[src/rtl/tmg_pkg.sv]
package tmg_pkg;
  parameter int HCW = 8;   // column counter width
  parameter int RCW = 7;   // row counter width
  parameter int SCW = 5;   // scan-line counter width
  parameter int AW  = 10;  // refresh address width
  parameter int IW  = 4;   // register index width

  typedef struct packed {
    logic [HCW-1:0] htot;
    logic [HCW-1:0] hdisp;
    logic [HCW-1:0] hpos;
    logic [3:0]     hwid;
    logic [3:0]     vwid;
    logic [RCW-1:0] vtot;
    logic [RCW-1:0] vdisp;
    logic [RCW-1:0] vpos;
    logic [SCW-1:0] maxsc;
    logic [SCW-1:0] vadj;
    logic [AW-1:0]  start;
  } tmg_cfg_t;

  // column inside [pos, pos+wid)
  function automatic logic in_window(input logic [HCW-1:0] col,
                                     input logic [HCW-1:0] pos,
                                     input logic [3:0] wid);
    logic [HCW:0] lim;
    lim = {1'b0, pos} + {{(HCW-3){1'b0}}, wid};
    return (col >= pos) && ({1'b0, col} < lim);
  endfunction

  function automatic logic [AW-1:0] refresh_addr(input logic [AW-1:0] start,
                                                 input logic [RCW-1:0] row,
                                                 input logic [HCW-1:0] hdisp,
                                                 input logic [HCW-1:0] col);
    logic [RCW+HCW-1:0] prod;
    prod = row * hdisp;
    return start + prod[AW-1:0] + AW'(col);
  endfunction
endpackage

[src/rtl/tmg_regs.sv]
module tmg_regs
  import tmg_pkg::*;
#(
  parameter logic [7:0] D_HTOT  = 8'd31,
  parameter logic [7:0] D_HDISP = 8'd24,
  parameter logic [7:0] D_HPOS  = 8'd26,
  parameter logic [7:0] D_WID   = 8'h34,
  parameter logic [7:0] D_VTOT  = 8'd31,
  parameter logic [7:0] D_VDISP = 8'd27,
  parameter logic [7:0] D_VPOS  = 8'd28,
  parameter logic [7:0] D_MAXSC = 8'd7,
  parameter logic [7:0] D_VADJ  = 8'd1,
  parameter logic [9:0] D_START = 10'd0
) (
  input  logic          clk,
  input  logic          rst,
  input  logic          we,
  input  logic [IW-1:0] idx,
  input  logic [7:0]    wd,
  output tmg_cfg_t      cfg
);
  always_ff @(posedge clk) begin
    if (rst) begin
      cfg.htot  <= HCW'(D_HTOT);
      cfg.hdisp <= HCW'(D_HDISP);
      cfg.hpos  <= HCW'(D_HPOS);
      cfg.hwid  <= D_WID[3:0];
      cfg.vwid  <= D_WID[7:4];
      cfg.vtot  <= RCW'(D_VTOT);
      cfg.vdisp <= RCW'(D_VDISP);
      cfg.vpos  <= RCW'(D_VPOS);
      cfg.maxsc <= SCW'(D_MAXSC);
      cfg.vadj  <= SCW'(D_VADJ);
      cfg.start <= AW'(D_START);
    end else if (we) begin
      case (idx)
        IW'(0):  cfg.htot  <= HCW'(wd);
        IW'(1):  cfg.hdisp <= HCW'(wd);
        IW'(2):  cfg.hpos  <= HCW'(wd);
        IW'(3):  begin cfg.hwid <= wd[3:0]; cfg.vwid <= wd[7:4]; end
        IW'(4):  cfg.vtot  <= RCW'(wd);
        IW'(5):  cfg.vdisp <= RCW'(wd);
        IW'(6):  cfg.vpos  <= RCW'(wd);
        IW'(7):  cfg.maxsc <= SCW'(wd);
        IW'(8):  cfg.vadj  <= SCW'(wd);
        IW'(9):  cfg.start[7:0] <= wd;
        IW'(10): cfg.start[AW-1:8] <= wd[AW-9:0];
        default: ;
      endcase
    end
  end
endmodule

[src/rtl/tmg_horiz.sv]
module tmg_horiz
  import tmg_pkg::*;
(
  input  logic           clk,
  input  logic           rst,
  input  logic           ce,
  input  tmg_cfg_t       cfg,
  output logic [HCW-1:0] col,
  output logic           line_end,
  output logic           hsync_q
);
  assign line_end = (col >= cfg.htot);

  always_ff @(posedge clk) begin
    if (rst) begin
      col     <= '0;
      hsync_q <= 1'b0;
    end else if (ce) begin
      col     <= line_end ? '0 : col + 1'b1;
      hsync_q <= in_window(col, cfg.hpos, cfg.hwid);
    end
  end
endmodule

[src/rtl/tmg_vert.sv]
module tmg_vert
  import tmg_pkg::*;
(
  input  logic           clk,
  input  logic           rst,
  input  logic           ce,
  input  logic           line_end,
  input  tmg_cfg_t       cfg,
  output logic [RCW-1:0] row,
  output logic [SCW-1:0] scan,
  output logic           in_adj,
  output logic           vsync_q,
  output logic           frame_q
);
  logic [RCW-1:0] row_n;
  logic [SCW-1:0] scan_n;
  logic           adj_n;
  logic           vs_load;
  logic [3:0]     vs_cnt;

  always_comb begin
    row_n  = row;
    scan_n = scan + 1'b1;
    adj_n  = in_adj;
    if (in_adj) begin
      if ({1'b0, scan} + 1'b1 >= {1'b0, cfg.vadj}) begin
        row_n  = '0;
        scan_n = '0;
        adj_n  = 1'b0;
      end
    end else if (scan >= cfg.maxsc) begin
      scan_n = '0;
      if (row >= cfg.vtot) begin
        if (cfg.vadj == '0) row_n = '0;
        else                adj_n = 1'b1;
      end else begin
        row_n = row + 1'b1;
      end
    end
  end

  assign vs_load = !adj_n && (row_n == cfg.vpos) && (scan_n == '0);

  always_ff @(posedge clk) begin
    if (rst) begin
      row     <= '0;
      scan    <= '0;
      in_adj  <= 1'b0;
      vs_cnt  <= '0;
      vsync_q <= 1'b0;
      frame_q <= 1'b0;
    end else begin
      frame_q <= ce && line_end && vs_load && (cfg.vwid != '0);
      if (ce && line_end) begin
        row    <= row_n;
        scan   <= scan_n;
        in_adj <= adj_n;
        if (vs_load) begin
          vs_cnt  <= cfg.vwid;
          vsync_q <= (cfg.vwid != '0);
        end else if (vs_cnt != '0) begin
          vs_cnt  <= vs_cnt - 1'b1;
          vsync_q <= (vs_cnt > 4'd1);
        end
      end
    end
  end
endmodule

[src/rtl/tmg_crt_timing.sv]
module tmg_crt_timing
  import tmg_pkg::*;
(
  input  logic           clk,
  input  logic           rst,
  input  logic           ce,
  input  logic           reg_we,
  input  logic [IW-1:0]  reg_idx,
  input  logic [7:0]     reg_wd,
  output logic           hsync_o,
  output logic           vsync_o,
  output logic           de_o,
  output logic           frame_o,
  output logic [RCW-1:0] row_o,
  output logic [SCW-1:0] scan_o,
  output logic [AW-1:0]  addr_o
);
  tmg_cfg_t       cfg;
  logic [HCW-1:0] col;
  logic           line_end;
  logic           in_adj;
  logic           de_q;

  tmg_regs u_regs (
    .clk(clk), .rst(rst), .we(reg_we), .idx(reg_idx), .wd(reg_wd), .cfg(cfg)
  );

  tmg_horiz u_h (
    .clk(clk), .rst(rst), .ce(ce), .cfg(cfg),
    .col(col), .line_end(line_end), .hsync_q(hsync_o)
  );

  tmg_vert u_v (
    .clk(clk), .rst(rst), .ce(ce), .line_end(line_end), .cfg(cfg),
    .row(row_o), .scan(scan_o), .in_adj(in_adj),
    .vsync_q(vsync_o), .frame_q(frame_o)
  );

  always_ff @(posedge clk) begin
    if (rst)     de_q <= 1'b0;
    else if (ce) de_q <= (col < cfg.hdisp) && (row_o < cfg.vdisp) && !in_adj;
  end

  assign de_o   = de_q;
  assign addr_o = refresh_addr(cfg.start, row_o, cfg.hdisp, col);
endmodule

[config.mk]
export PLATFORM = sky130hd
export DESIGN_NAME = tmg_crt_timing
export DESIGN_NICKNAME = d
export VERILOG_FILES = /design/src/rtl/tmg_pkg.sv /design/src/rtl/tmg_regs.sv /design/src/rtl/tmg_horiz.sv /design/src/rtl/tmg_vert.sv /design/src/rtl/tmg_crt_timing.sv
export SDC_FILE = /design/constraint.sdc
export NUM_CORES = 1
export LEC_CHECK = 0
export ABC_AREA = 1
export BUFFER_PORTS_ARGS = -buffer_cell sky130_fd_sc_hd__buf_2
export CAP_MARGIN = 15
export CELL_PAD_IN_SITES_DETAIL_PLACEMENT = 0
export CELL_PAD_IN_SITES_GLOBAL_PLACEMENT = 1
export CORE_ASPECT_RATIO = 0.6
export CORE_MARGIN = 2
export CORE_UTILIZATION = 31
export CTS_CLUSTER_DIAMETER = 200
export DETAILED_ROUTE_END_ITERATION = 12
export PLACE_DENSITY = 0.58
export SLEW_MARGIN = 20
export SYNTH_ARGS = -nofsm -noshare
export SYNTH_HDL_FRONTEND = slang
export SYNTH_SLANG_ARGS = --single-unit
[constraint.sdc]
create_clock -name clk -period 5.8 [get_ports clk]
set_input_delay 1.16 -clock clk [delete_from_list [all_inputs] [get_ports clk]]
set_output_delay 1.16 -clock clk [all_outputs]
set_load 0.01 [all_outputs]
==> impl_results.md, run 1 <==
* Status: complete, no violations
* Vias in the first global route at 6028
* Unrepaired setup endpoints after global routing: false
* Pwr/cell area at 170 nW/um^2
* CP max-delay cell: fa_1
* Relative slew margins at 0.425
* Critical path cell sequence: buf_4 > nand2_1 > inv_1 > fa_1 > fa_1 > inv_1 > fa_1 > fa_1 > xnor2_1 > xor2_1 > xnor2_1 > xor2_1 > xor2_1 > buf_2
* Fillers at roughly 2700
* Synth top area share at 0.267
* Hold_buf cts at 0
* Boundary Pins at 42
* Max-Cap Viols at 0
* Synth-to-Final Area Change at 11.8%
* Post-Syn Instances at 1053
* Number of synthesis warnings at 0
* Crit path time final at approximately 5.4 ns
* Final setup vio count at 0
* DR WL/cell at between 15 and 20 um
* DP HPWL at 17900 um
* CTS tree: done
* PortBufs at 41
* R2R setup slack at 2.30 ns
* CP max stage delay at about 0.51 ns
* Htree depth at 3
* Total track usage at 0.187
* Sequential area share after synthesis at 0.267
* Net Sw Frac at 0.267
* Num rows at 44
* Post-synth EDFFs at 0
* Worst R2R Start: u_v.row[0]
* Yosys reg bits at just over 100
* P_sw at about 390 uW
* Net count after synthesis at 1187
* Grt ovf at 0
* Routed WL at roughly 23000 um
* Ratio of cells with drive above 1 in the final layout at 0.0958
* Logic pwr share at 0.081
* Hold Path Class: register to register
* Seq pwr share at 0.497
* Clk pin slew, worst setup/hold paths at 0.07 ns
* Static Leak at 0.00433 uW
* Top FF cell, synth: dfxtp_1
* Peak VDD IR at between 0.1 and 0.15 mV
* Via count at 6589
* Most used cell, CP: fa_1
* Reg2reg end: u_v.vsync_q
* Antenna fix cells at 0
* Count of cell types in the netlist at 42
* Sink Count at 102
* Maximum operating frequency at 0.184 GHz
* CP Data Arrival Time at 4.28 ns
* CP delay by family, top: adder cells
* Hold Vio Cnt, Final at 0
* Initial core utilization at 0.316
* Die ar. at ~26000 um^2
* Critical path class: register to output pin
* Top post-synthesis cells by area: dfxtp_1 27%, ha_1 13%, nand2_1 11%, fa_1 10%, inv_1 9.0%
* DRT antenna net count at 0
* Pin count of the biggest net entering global routing at 42
* Worst setup path endpoint: addr_o[9]
* Crit start category: register
* 1st-iter DRT viols at 427
* Via density at 4.65
* Crit. End Element: output pin
* Syn_area_per_cell at 7.26 um^2
* Setup TNS at 0 ns
* WP data required at about 4.6 ns
* CTS buffer count at 9
* Cell area after layout at around 8600 um^2
* Crit path from: u_v.row[1]
* Clock share of power at 0.422
* Internal power at 1070 uW
* Asr flop ratio synth at 0
* Most common cell after layout, fill and taps aside: nand2_1
* Remaining DRCs at 0
* Longest Clk Path Bufs at 2
* FF-to-FF path depth at 19
* Leading area contributor after synthesis: dfxtp_1
* Crit Path Max Fanout at 11
* Initial antenna violation count at 0
* Worst-Skew Late Latency at about 0.37 ns
* First-pass DRT Iterations at 5
* Chip width at 207 um
* Cell Area, Placed at 8260 um^2
* Area of the core at ~24000 um^2
* Post-route clock period utilization at 0.937
* Die height at 126 um
* Root Buffer: clkbuf_16
* First-pass GRT wire length at between 30000 and 40000 um
* Max-slew violation count at 0
* WP buf/inv at 4
* GP Congestion at 0.829
* Most frequent cells in the layout: 232 x nand2_1, 184 x inv_1, 96 x dfxtp_1
* Netlist Area Pre-Place at 7650 um^2
* Setup Buffers After CTS at 0
* Stages on the worst setup path at 14
* Final Skew at 0.0158 ns
* Number of nets in the layout at 1226
* Worst slew pin tran at 0.861 ns
==> worst min path at each step <==
stage | start | endpoint | cells past startpoint
2_1_floorplan | u_regs.cfg[27] | u_regs.cfg[27] | 2
3_3_place_gp | u_regs.cfg[27] | u_regs.cfg[27] | 2
3_5_place_dp | u_regs.cfg[70] | u_regs.cfg[70] | 2
4_1_cts | u_regs.cfg[70] | u_regs.cfg[70] | 2
5_1_grt | u_regs.cfg[29] | u_regs.cfg[29] | 2
6_report | u_regs.cfg[72] | u_regs.cfg[72] | 2
==> cells by family after synthesis <==
| family | synth area share |
|---|---|
| compound gates | 0.127 |
| xor+xnor | 0.0332 |
| fa+ha+maj | 0.231 |
| buf+inv | 0.110 |
| flops | 0.267 |
| simple gates | 0.231 |
==> power by group through the flow <==
stage	Clock (uW)	Sequential (uW)	Combinational (uW)
2_1_floorplan	0	736	73.3
4_1_cts	629	722	119
3_5_place_dp	0	738	119
3_3_place_gp	0	738	119
6_report	613	722	118
5_1_grt	650	724	134
==> Yosys cell counts (7+ instances only) <==
| library cell | n |
|---|---|
| a21oi_1 | 60 |
| clkbuf_1 | 21 |
| dfxtp_1 | 102 |
| fa_1 | 39 |
| ha_1 | 79 |
| inv_1 | 184 |
| nand2_1 | 232 |
| nand2_2 | 7 |
| nand3_1 | 59 |
| nand4_1 | 8 |
| nor2_1 | 82 |
| nor2_2 | 7 |
| o211ai_1 | 20 |
| o21ai_0 | 66 |
| o22ai_1 | 9 |
| xnor2_1 | 13 |
| xor2_1 | 16 |
==> what timing repair did <==
action	CTS	global route
hold endpoints to repair	0	0
setup endpoints to repair	0	2
resized for setup	0	7
==> state kept, by name, summed over array words and instances, names as in the netlist <==
signal,count
u_v.scan,5
u_h.col,8
u_v.vs_cnt,4
de_o,1
u_v.vsync_q,1
u_regs.cfg,73
u_v.row,7
u_h.hsync_q,1
u_v.in_adj,1
u_v.frame_q,1
==> per-layer routing <==
metal  track usage  wire length, um
met3        0.0303              822
met1         0.320            13700
met5             0                0
met2         0.240             8660
met4        0.0238              121
==> worst min-delay path, stage by stage, from the launching register on <==
cell	delay, ns
dfxtp_1	0.30
inv_1	0.06
a21oi_1	0.06
==> metrics by stage <==
step | util | instances | setup slack [ns] | hold WS (ns) | power (uW)
final | 0.353 | 1418 | 0.364 | 0.462 | 1450
after global placement | 0.341 | 1403 | 0.639 | 0.448 | 857
after detailed placement | 0.341 | 1403 | 0.578 | 0.456 | 857
after floorplan | - | 1053 | 0.633 | 0.429 | 809
after CTS | 0.353 | 1418 | 0.212 | 0.467 | 1470
after global routing | 0.353 | 1418 | 0.00758 | 0.492 | 1510
==> cell type report <==
type                    instances  area, um^2  share of cell area
clock buffers                  12         256              0.0300
multi-input cells             731        4770               0.557
clock inverters                 3        26.3             0.00307
flip-flops and latches        102        2050               0.240
well taps                     322         403              0.0471
inverters                     190         718              0.0840
repair buffers                 58         333              0.0389
(Power assumes the default switching activity.)
==> inputs of run 2 (changes only) <==
==> constraint.sdc (replaced) <==
create_clock -name clk -period 7.07 [get_ports clk]
set_input_delay 1.414 -clock clk [delete_from_list [all_inputs] [get_ports clk]]
set_output_delay 1.414 -clock clk [all_outputs]
set_load 0.01 [all_outputs]
==> impl_results.md, run 2 (synthesis gave the netlist of run 1 again) <==
* Worst setup margin at 1.10 ns
* Max FFs per register at 73
* CP max stage delay at a little under 0.6 ns
* DRT antenna net count at 0
* Antenna fix cells at 0
* Htree depth at 3
* CP delay by family, top: adder cells
* Setup Buffers After CTS at 0
* CTS tree: done
* Grt ovf at 0
* Die ar. at about 26000 um^2
* Peak VDD IR at 0.111 mV
* Clk pin slew, worst setup/hold paths at 0.08 ns
* Final Skew at roughly 0.014 ns
* PortBufs at 41
* Num rows at 44
* Max-slew violation count at 0
* Pin count of the biggest net entering global routing at between 60 and 70
* Hold_buf cts at 0
* Sink Count at 102
* Largest registers: u_regs.cfg (73), u_h.col (8), u_v.row (7)
* Status: complete, no violations
* Most common cell after layout, fill and taps aside: nand2_1
* Hold Path Class: register to register
* Worst-Skew Late Latency at 0.36 ns
* Cell area after layout at ~8500 um^2
* Routed WL at 23300 um
* Fillers at about 2700
* Boundary Pins at 42
* WP buf/inv at 4
* Most frequent cells in the layout: 232 x nand2_1, 184 x inv_1, 102 x dfxtp_1
* Crit. End Element: output pin
* DR WL/cell at 16.5 um
* WP data required at 5.66 ns
* First-pass GRT wire length at 36300 um
* Pre-CTS setup slack at 1.43 ns
* Via count at between 6000 and 7000
* 1st-iter DRT viols at ~430
* Total track usage at 0.186
* Finished Layout Cells at 1408
* Initial core utilization at 0.316
* Critical path cell sequence: nand2_1 > fa_1 > fa_1 > inv_1 > fa_1 > inv_1 > fa_1 > inv_1 > ha_1 > a21oi_1 > o21ai_0 > nand2_1 > nand2_1 > a21oi_1 > xor2_1 > buf_2
* Worst slew pin tran at 0.921 ns
* Setup TNS at 0 ns
* Remaining DRCs at 0
* Ratio of cells with drive above 1 in the final layout at 0.0810
* Most used cell, CP: fa_1
* Most flops, register: u_regs.cfg
* CTS resizes at 0
* Die height at ~130 um
* Pwr/cell area at 142 nW/um^2
* Cell Area, Placed at 8170 um^2
* Final setup vio count at 0
* CTS buffer count at 9
* Area of the core at 24200 um^2
* Crit Path Max Fanout at 10
* Hold Vio Cnt, Final at 0
* Maximum operating frequency at roughly 0.17 GHz
* Vias in the first global route at 6011
* Final Hold Slack at roughly 0.46 ns
* GP Congestion at 0.810
* Crit start category: register
* Static Leak at 0.00427 uW
* DP HPWL at approximately 18000 um
* Number of nets in the layout at 1215
* First-pass DRT Iterations at 6
* Critical path class: register to output pin
* Post-route clock period utilization at 0.844
* Initial antenna violation count at 0
* Unrepaired setup endpoints after global routing: false
* Root Buffer: clkbuf_16
* Longest Clk Path Bufs at 2
* Cell Count Post-Placement at approximately 1400
* Crit path time final at 5.97 ns
* Max-Cap Viols at 0
* Relative slew margins at 0.385
* Synth-to-Final Area Change at 10.8%
* Chip width at 207 um
* Via density at 4.61
* CP Data Arrival Time at 4.55 ns
* CP max-delay cell: dfxtp_1
==> run 2: stage by stage <==
stage / utilization / total power (uW)
final: 0.350 / 1200
after CTS: 0.350 / 1210
after detailed placement: 0.337 / 702
after floorplan: - / 664
after global routing: 0.350 / 1250
after global placement: 0.337 / 702
==> run 2: worst reg2reg max path, stage by stage, from the launching register on <==
cell and delay, ns:
dfxtp_1 0.67, inv_1 0.30, ha_1 0.36, nand2_1 0.06, nor2_1 0.04, nand2_1 0.09
nand3_1 0.08, nor2_1 0.63, nand3_1 0.17, nand2_1 0.13, nand3_1 0.09, nand3_1 0.09
nand2_1 0.12, nor2_2 0.14, nand2_2 0.09, nor2_8 0.20, nor2_4 0.05, nor2_4 0.12
nand2_1 0.06, nand2_1 0.07, nor2_2 0.04
==> run 2: per-layer routing <==
metal,track usage,wire (um),vias to the layer above
met5,0,0,-
met4,0.0292,155,0
met3,0.0272,937,11
met2,0.232,8430,110
met1,0.325,13800,2960
li1,-,-,3404
==> run 2: worst paths after layout <==
check                  from              to  slack, ns  depth (start not counted)
max              u_v.row[6]       addr_o[9]       1.10                         16
min          u_regs.cfg[71]  u_regs.cfg[71]       0.46                          2
min reg2reg  u_regs.cfg[71]  u_regs.cfg[71]       0.46                          2
max reg2reg      u_v.row[0]   u_v.vs_cnt[2]       3.38                         20
==> run 2: area by class of cell <==
| class | count | area [um^2] | area share |
|---|---|---|---|
| inverters | 190 | 718 | 0.0848 |
| repair buffers | 47 | 250 | 0.0295 |
| clock buffers | 13 | 270 | 0.0319 |
| well taps | 322 | 403 | 0.0476 |
| clock inverters | 3 | 25.0 | 0.00295 |
| flip-flops and latches | 102 | 2040 | 0.241 |
| multi-input cells | 731 | 4760 | 0.562 |
==> run 2: power by group <==
part / internal (uW) / switching, uW / total [uW]
logic: 28.2 / 65.1 / 93.3
clock network: 271 / 243 / 514
registers: 585 / 9.65 / 594
==> inputs of run 3 (changes only) <==
==> constraint.sdc (replaced) <==
create_clock -name clk -period 6 [get_ports clk]
set_input_delay 1.2 -clock clk [delete_from_list [all_inputs] [get_ports clk]]
set_output_delay 1.2 -clock clk [all_outputs]
set_load 0.01 [all_outputs]
==> impl_results.md, run 3 (synthesis gave the netlist of run 1 again) <==
* Peak VDD IR at 0.131 mV
* Relative slew margins at 0.422
* Area of the core at approximately 24000 um^2
* Net Sw Frac at 0.281
* Core Util, Final at 0.352
* Most frequent cells in the layout: 232 x nand2_1, 184 x inv_1, 101 x dfxtp_1
* CTS buffer count at 9
* Crit start category: register
* Cell Count Post-Placement at 1401
* Antenna fix cells at 0
* Reg2reg end: u_v.vs_cnt[3]
* Crit path time final at 5.65 ns
* Worst setup path endpoint: addr_o[9]
* Worst slew pin tran at approximately 0.86 ns
* Static Leak at 0.00431 uW
* CP max-delay cell: fa_1
* Routed WL at 23300 um
* Total track usage at 0.189
* Number of nets in the layout at 1224
* Die ar. at ~26000 um^2
* Crit Path Max Fanout at 9
* CTS tree: done
* DP HPWL at 17800 um
* Most common cell after layout, fill and taps aside: nand2_1
* Via density at 4.62
* Cell Area, Placed at roughly 8200 um^2
* Cell area after layout at 8540 um^2
* Num rows at 44
* DR WL/cell at roughly 16 um
* First-pass GRT wire length at 36900 um
* Root Buffer: clkbuf_16
* Max-Cap Viols at 0
* FF-to-FF path depth at 20
* Pin count of the biggest net entering global routing at between 40 and 50
* Hold Path Class: register to register
* Clock share of power at 0.424
* WP data required at between 4 and 5 ns
* Longest Clk Path Bufs at 2
* GP Congestion at 0.810
* First-pass DRT Iterations at 5
* Crit. End Element: output pin
* Die height at 126 um
* Initial core utilization at 0.316
* Most used cell, CP: fa_1
* R2R setup slack at 2.50 ns
* Synth-to-Final Area Change at 11.7%
* Internal power at 1010 uW
* Worst R2R Start: u_v.row[1]
* Worst-Skew Late Latency at 0.37 ns
* Critical path cell sequence: nand2_1 > fa_1 > fa_1 > inv_1 > fa_1 > inv_1 > fa_1 > inv_1 > ha_1 > a21oi_1 > o21ai_0 > nand2_1 > nand2_1 > a21oi_1 > xor2_1 > buf_2
* Via count at 6546
* Final Hold Slack at 0.461 ns
* DRT antenna net count at 0
* Clk pin slew, worst setup/hold paths at 0.07 ns
* Boundary Pins at 42
* Maximum operating frequency at 0.177 GHz
* Status: complete, no violations
* Largest registers: u_regs.cfg (73), u_h.col (8), u_v.row (7)
* Final Skew at between 0.009 and 0.01 ns
* Initial antenna violation count at 0
* Htree depth at 3
* Final setup vio count at 0
* 1st-iter DRT viols at 474
* Post-route clock period utilization at 0.942
* PortBufs at around 40
* Ratio of cells with drive above 1 in the final layout at 0.0904
* Setup Buffers After CTS at 0
* Remaining DRCs at 0
* Crit path from: u_regs.cfg[57]
* Critical path class: register to output pin
* P_sw at about 400 uW
* Setup TNS at 0 ns
* Hold_buf cts at 0
* Max FFs per register at 73
* Most flops, register: u_regs.cfg
* Fillers at 2647
* Seq pwr share at 0.495
* Grt ovf at 0
* Vias in the first global route at about 6200
* Logic pwr share at 0.081
* CP Data Arrival Time at 4.45 ns
* CP max stage delay at 0.54 ns
* Sink Count at 102
* Unrepaired setup endpoints after global routing: false
* Finished Layout Cells at 1417
* Pwr/cell area at 165 nW/um^2
* Max-slew violation count at 0
* Hold Vio Cnt, Final at 0
* Chip width at 207 um
-- run 3: cell types whose count changed in the layout (fill, tap and decap cells not counted) --
cell / before / now
buf_4: 6 / 15
clkbuf_8: 3 / 0
clkinvlp_4: 1 / 4
inv_8: 0 / 2
clkbuf_1: 1 / 0
clkinv_4: 2 / 1
clkinv_8: 0 / 1
dfxtp_1: 102 / 101
dfxtp_2: 0 / 1
inv_6: 1 / 0
-- run 3: how the worst min path moves through the flow --
stage / from / to / depth (start not counted)
2_1_floorplan: u_regs.cfg[27] / u_regs.cfg[27] / 2
3_3_place_gp: u_regs.cfg[34] / u_regs.cfg[34] / 2
3_5_place_dp: u_regs.cfg[39] / u_regs.cfg[39] / 2
4_1_cts: u_regs.cfg[39] / u_regs.cfg[39] / 2
5_1_grt: u_regs.cfg[70] / u_regs.cfg[70] / 2
6_report: u_regs.cfg[39] / u_regs.cfg[39] / 2
-- run 3: critical path: cells and delay by family (launching register included) --
family | cells | cell delay [ns]
buffers and inverters | 4 | 0.29
DFF | 1 | 0.51
adders and majority gates | 5 | 2.44
xor gates and xnor gates | 1 | 0.14
and+or+nand+nor | 3 | 0.27
AOI/OAI and AO/OA | 3 | 0.43
-- run 3: per-stage QoR --
stage               total power (uW)  setup slack [ns]
floorplan                        782             0.793
global placement                 830             0.669
detailed placement               830             0.640
CTS                             1430             0.243
global route                    1480            0.0284
finish                          1410             0.348
-- run 3: repair_timing --
action | CTS | global route
resized for setup | 0 | 1
setup endpoints to repair | 0 | 1
hold endpoints to repair | 0 | 0
-- run 3: final cells by class --
cell class	count	area, um^2	area share
inverters	190	718	0.0841
clock buffers	9	225	0.0264
clock inverters	7	68.8	0.00806
flip-flops and latches	102	2040	0.239
repair buffers	56	318	0.0372
well taps	322	403	0.0472
multi-input cells	731	4760	0.558
-- run 3: power by group through the flow --
stage | clock (uW) | sequential [uW] | combinational [uW]
after floorplan | 0 | 711 | 70.9
after global placement | 0 | 714 | 116
after detailed placement | 0 | 714 | 116
after CTS | 614 | 698 | 116
after global routing | 646 | 700 | 130
final | 598 | 698 | 114
-- run 3: routing by layer --
layer / GRT usage / routed length, um / up-vias
met1: 0.320 / 13700 / 3007
met3: 0.0344 / 944 / 10
li1: - / - / 3428
met5: 0 / 0 / -
met4: 0.0267 / 148 / 0
met2: 0.242 / 8540 / 101
